### config.mk
export PLATFORM = sky130hd
export DESIGN_NAME = sport_irq_ctrl
export DESIGN_NICKNAME = d
export VERILOG_FILES = /design/src/rtl/sport_irq_pkg.sv /design/src/rtl/sport_sticky_flag.sv /design/src/rtl/sport_rx_idle_timer.sv /design/src/rtl/sport_irq_ctrl.sv
export SDC_FILE = /design/constraint.sdc
export NUM_CORES = 1
export LEC_CHECK = 0
export BUFFER_PORTS_ARGS = -buffer_cell sky130_fd_sc_hd__buf_2
export CORE_ASPECT_RATIO = 0.9
export CORE_MARGIN = 2
export CORE_UTILIZATION = 45
export CTS_CLUSTER_SIZE = 25
export DETAILED_ROUTE_END_ITERATION = 6
export PLACE_DENSITY = 0.7
export SLEW_MARGIN = 20
export SYNTH_ARGS = -nofsm -noshare
export SYNTH_HDL_FRONTEND = slang
export SYNTH_SLANG_ARGS = --single-unit
### constraint.sdc
create_clock -name clk -period 2.3 [get_ports clk]
set_clock_uncertainty 0.05 [all_clocks]
set_input_delay 0.345 -clock clk [delete_from_list [all_inputs] [get_ports clk]]
set_output_delay 0.345 -clock clk [all_outputs]
set_load 0.05 [all_outputs]
### src/rtl/sport_irq_pkg.sv
package sport_irq_pkg;

    typedef enum logic [1:0] {
        TMR_IDLE    = 2'd0,
        TMR_COUNT   = 2'd1,
        TMR_EXPIRED = 2'd2
    } tmr_state_t;

    localparam int BIT_RXLVL = 0;
    localparam int BIT_TXLVL = 1;
    localparam int BIT_TMO   = 2;
    localparam int BIT_OVR   = 3;
    localparam int BIT_DRX   = 4;
    localparam int BIT_DTX   = 5;
    localparam int NSRC      = 6;

    localparam logic [1:0] SEL_RAW  = 2'd0;
    localparam logic [1:0] SEL_MASK = 2'd1;
    localparam logic [1:0] SEL_MIS  = 2'd2;
    localparam logic [1:0] SEL_CLR  = 2'd3;

endpackage

### src/rtl/sport_sticky_flag.sv
module sport_sticky_flag (
    input  logic clk,
    input  logic rst_n,
    input  logic set_i,
    input  logic clr_i,
    output logic q_o
);
    // Set has priority over clear in the same cycle.
    always_ff @(posedge clk) begin
        if (!rst_n)      q_o <= 1'b0;
        else if (set_i)  q_o <= 1'b1;
        else if (clr_i)  q_o <= 1'b0;
    end
endmodule

### src/rtl/sport_rx_idle_timer.sv
module sport_rx_idle_timer
    import sport_irq_pkg::*;
#(
    parameter int TO_TICKS = 32,
    localparam int CW = $clog2(TO_TICKS)
) (
    input  logic          clk,
    input  logic          rst_n,
    input  logic          empty_i,
    input  logic          tick_i,
    output logic          expire_o,
    output logic [CW-1:0] cnt_o
);
    tmr_state_t    st_q, st_d;
    logic [CW-1:0] cnt_q, cnt_d;

    // State register
    always_ff @(posedge clk) begin
        if (!rst_n) begin
            st_q  <= TMR_IDLE;
            cnt_q <= '0;
        end else begin
            st_q  <= st_d;
            cnt_q <= cnt_d;
        end
    end

    // Next state and outputs
    always_comb begin
        st_d     = st_q;
        cnt_d    = cnt_q;
        expire_o = 1'b0;
        if (empty_i) begin
            st_d  = TMR_IDLE;
            cnt_d = '0;
        end else begin
            unique case (st_q)
                TMR_IDLE: begin
                    st_d  = TMR_COUNT;
                    cnt_d = '0;
                end
                TMR_COUNT: begin
                    if (tick_i) begin
                        if (cnt_q == CW'(TO_TICKS - 1)) begin
                            st_d     = TMR_EXPIRED;
                            expire_o = 1'b1;
                        end else begin
                            cnt_d = cnt_q + 1'b1;
                        end
                    end
                end
                TMR_EXPIRED: st_d = TMR_EXPIRED;
                default:     st_d = TMR_IDLE;
            endcase
        end
    end

    assign cnt_o = cnt_q;
endmodule

### src/rtl/sport_irq_ctrl.sv
module sport_irq_ctrl
    import sport_irq_pkg::*;
#(
    parameter int DEPTH    = 8,
    parameter int RX_THR   = 4,
    parameter int TX_THR   = 4,
    parameter int TO_TICKS = 32,
    localparam int LW = $clog2(DEPTH + 1),
    localparam int CW = $clog2(TO_TICKS)
) (
    input  logic          clk,
    input  logic          rst_n,
    input  logic [LW-1:0] rx_level,
    input  logic [LW-1:0] tx_level,
    input  logic          rx_empty,
    input  logic          rx_frame,
    input  logic          bit_tick,
    input  logic          dma_rx_done,
    input  logic          dma_tx_done,
    input  logic [1:0]    reg_sel,
    input  logic          reg_wr,
    input  logic [NSRC-1:0] reg_wdata,
    output logic [NSRC-1:0] reg_rdata,
    output logic          rx_wr_en,
    output logic          irq
);
    logic [NSRC-1:0] raw_stat;
    logic [NSRC-1:0] mask_q;
    logic [NSRC-1:0] enab;
    logic [NSRC-1:0] mis;
    logic [NSRC-1:0] set_v;
    logic [NSRC-1:0] clr_v;
    logic            rx_full;
    logic            tmr_expire;
    logic [CW-1:0]   tmr_cnt;

    assign rx_full  = (rx_level == LW'(DEPTH));
    assign rx_wr_en = rx_frame & ~rx_full;

    // Level-driven sources
    assign raw_stat[BIT_RXLVL] = (rx_level >= LW'(RX_THR));
    assign raw_stat[BIT_TXLVL] = (tx_level <= LW'(TX_THR));

    sport_rx_idle_timer #(.TO_TICKS(TO_TICKS)) u_tmr (
        .clk      (clk),
        .rst_n    (rst_n),
        .empty_i  (rx_empty),
        .tick_i   (bit_tick),
        .expire_o (tmr_expire),
        .cnt_o    (tmr_cnt)
    );

    always_comb begin
        set_v            = '0;
        set_v[BIT_TMO]   = tmr_expire;
        set_v[BIT_OVR]   = rx_frame & rx_full;
        set_v[BIT_DRX]   = dma_rx_done;
        set_v[BIT_DTX]   = dma_tx_done;
        clr_v            = (reg_wr && reg_sel == SEL_CLR) ? reg_wdata : '0;
    end

    // Sticky sources
    for (genvar g = BIT_TMO; g < NSRC; g++) begin : g_flag
        sport_sticky_flag u_flag (
            .clk   (clk),
            .rst_n (rst_n),
            .set_i (set_v[g]),
            .clr_i (clr_v[g]),
            .q_o   (raw_stat[g])
        );
    end

    always_ff @(posedge clk) begin
        if (!rst_n)                              mask_q <= '0;
        else if (reg_wr && reg_sel == SEL_MASK)  mask_q <= reg_wdata;
    end

    // DMA masks are block-when-set; the others enable-when-set.
    always_comb begin
        enab          = mask_q;
        enab[BIT_DRX] = ~mask_q[BIT_DRX];
        enab[BIT_DTX] = ~mask_q[BIT_DTX];
    end

    assign mis = raw_stat & enab;
    assign irq = |mis;

    always_comb begin
        unique case (reg_sel)
            SEL_RAW:  reg_rdata = raw_stat;
            SEL_MASK: reg_rdata = mask_q;
            SEL_MIS:  reg_rdata = mis;
            default:  reg_rdata = '0;
        endcase
    end
endmodule

==> impl_metrics.tcl <==
set metrics [dict create \
    whs_path_depth 3 \
    via_per_inst 5.47 \
    start_kind "flop" \
    synthTopCellsByArea "dfxtp_1 34%, mux2i_1 10%, nor2b_1 6.3%" \
    synth.top_cell.area_share 0.345 \
    timing.rr.start "u_tmr.cnt_o[0]" \
    cts_resized 0 \
    ant_nets 0 \
    die_w_um 53.4 \
    use_met1 0.204 \
    synthesis.area_um2 987 \
    io_buffers 31 \
    cts_tree "built" \
    htree_num_levels 1 \
    crit_buf_inv 2 \
    nets 166 \
    hold_class "in2reg" \
    finalCritPeriodShare 0.796 \
    core_um2 2120 \
    cts_sinks 17 \
    via_count 897 \
    syn_to_final_growth_pct 19.5 \
    tightest_slew_ns 0.302 \
    synthesis.nets 135 \
    grt_max_degree 13 \
    finish.utilization 0.556 \
    synth_edf_count 0 \
    numCtsBuffers 3 \
    worstSetupPathType "reg2out" \
    path_delay_family "compound AO/OA/AOI/OAI gates" \
    min_from "dma_rx_done" \
    r2r-end "u_tmr.cnt_o[2]" \
    synth_warnings 0 \
    drc 0 \
    synth-seq-area-share 0.345 \
    drive_gt1_frac 0.285 \
    cp_max_fo 3 \
    fp.dieH_um 48.4 \
    use_met2 0.344 \
    ys_ff_latch 17 \
    gr-total-overflow 0 \
    postSynthAreaPerCell_um2 9.23 \
    io_pins 32 \
    clockBufferDepth 2 \
    netlist_instances 107 \
    grt_pass1_vias 854 \
    hold_end "g_flag[4].u_flag.q_o" \
    cts-root-buf "clkbuf_4" \
    max_freq_ghz 0.546 \
    first_iter_violations 7 \
    wl_per_cell_um 13.0 \
    rrSetupSlack_ns 0.50 \
    cts_setup_buffers 0 \
    grt_pass1_wl_um 3570 \
    top_usage_layer "met2" \
    rsz0062_at_grt "false" \
    ys_types 35 \
    worstRegToRegCells 6 \
    start_util 0.465 \
    setup_viol 0 \
    yosys.area.top_type "dfxtp_1" \
    synthArstFlopShare 0 \
    antenna_found_initial 0 \
    antenna_cells 0 \
    cp.required_ns 1.90 \
    status "finished clean" \
    clkLatencyLatePin_ns 0.29 \
    p_leak_nw 0.537 \
    synth_ff_type "dfxtp_1" \
    peakVddDrop_mv 0.325 \
    final-max-slew-violation-count 0 \
    grt_util_met3 0.0278 \
    path_cells "inv_1 > a2111oi_2 > a21o_1 > buf_2" \
    hold_buffers 0 \
    cp.arrival_ns 1.44 \
    tns_ns 0 \
    endpoint_kind "primary output" \
    slowest_stage "dfxtp_1" \
    fin_crit_ns 1.83 \
    cp_slowest_stage_delay_ns 0.38 \
    die_area_um2 2580 \
    dp_hpwl_um 1720 \
    rows 16 \
    hold_viol 0 \
    p_per_area_nw_per_um2 514 \
    place_congestion 0.790 \
    firstDrtPassIters 4 \
    routed_wl_um 2130 \
    max-cap-violations 0 \
    slew_headroom 0.799 \
    grt_use_total 0.181 \
    cts.clk_slew.worst_paths_ns 0.10 \
]
[per-layer routing]
metal,vias to the layer above,part of all wire
li1,451,-
met1,421,0.42
met2,23,0.52
met3,2,0.055
met4,0,0.0047
met5,-,0
[stage by stage]
step           power [mW]  setup slack (ns)  std cells  hold WS, ns  cell area (µm²)
2_1_floorplan       0.415             0.142        107        0.400              987
3_3_place_gp        0.453             0.550        160        0.417             1150
3_5_place_dp        0.458             0.530        160        0.429             1150
4_1_cts             0.615             0.447        164        0.245             1180
5_1_grt             0.645             0.335        164        0.255             1180
6_report            0.606             0.469        164        0.248             1180
[report_power, final]
part	total (mW)	switching [mW]	leakage [nW]	internal [mW]
clock	0.155	0.0906	0.0177	0.0645
sequential	0.313	0.00808	0.138	0.305
combinational	0.138	0.0851	0.381	0.0531
total	0.606	0.184	0.537	0.422
[final cells by class]
cell class | instances | area, µm²
Sequential cell | 17 | 340
Multi-Input combinational cell | 81 | 608
Tap cell | 27 | 33.8
Timing Repair Buffer | 31 | 155
Clock buffer | 3 | 22.5
Fill cell | 215 | 942
Inverter | 4 | 15.0
Clock inverter | 1 | 5.00
[Yosys cell counts (all sizes together) (2+ instances only)]
master   n
nand2b   4
o221a    2
ha       4
a21boi   5
buf      4
nor2b   10
nand3    5
nand2    4
a21oi    5
nor2     3
and2     2
nor3     2
a21o     2
nand4    4
nand3b   4
dfxtp   17
inv      4
and2b    2
mux2i   10
a32o     2
[worst register-to-register path, delay by kind of cell, from the launching register on]
family                   cells  cell delay [ns]
AND/OR/NAND/NOR              2             0.48
flip-flops                   1             0.34
adder cells (fa/ha/maj)      2             0.41
AO/OA/AOI/OAI                1             0.25
multiplexers                 1             0.20
[worst max path at each step]
stage | start | to | slack (ns) | cells past startpoint
6_report | mask_q[1] | reg_rdata[1] | 0.47 | 4
5_1_grt | u_tmr.cnt_o[1] | u_tmr.cnt_o[2] | 0.34 | 6
4_1_cts | mask_q[1] | reg_rdata[1] | 0.45 | 4
3_5_place_dp | u_tmr.cnt_o[0] | u_tmr.cnt_o[2] | 0.53 | 6
3_3_place_gp | reg_sel[1] | reg_rdata[0] | 0.55 | 5
2_1_floorplan | tx_level[1] | irq | 0.14 | 2
[placed cells by master, fill, tap and decap left out, types with 2 or more instances in the layout]
cell      count
and2b_1       2
a21o_1        2
ha_1          4
o221a_1       2
mux2i_1      10
buf_2        31
nand2b_1      4
and2_1        2
nor2_1        3
nand2_1       4
a32o_1        2
inv_1         4
clkbuf_4      3
a21oi_1       5
nor2b_1      10
nand4_1       4
nor3_1        2
nand3_1       5
nand3b_1      3
dfxtp_1      17
a21boi_0      3
[registers in the layout, indices dropped and copies added, names as in the netlist]
signal	count
u_tmr.cnt_o	5
g_flag.u_flag.q_o	4
mask_q	6
u_tmr.st_q	2
[cells by family (layout without fill, tap and decap cells)]
| kind of cell | Yosys count | after routing | share of synthesized area |
|---|---|---|---|
| fa+ha+maj | 4 | 4 | 0.0507 |
| compound gates | 23 | 23 | 0.186 |
| mux | 10 | 10 | 0.101 |
| flops | 17 | 17 | 0.345 |
| buf+inv | 9 | 39 | 0.0393 |
| simple gates | 43 | 43 | 0.269 |
| xor+xnor | 1 | 1 | 0.00887 |
No activity file was read; power rests on OpenSTA's default activity.
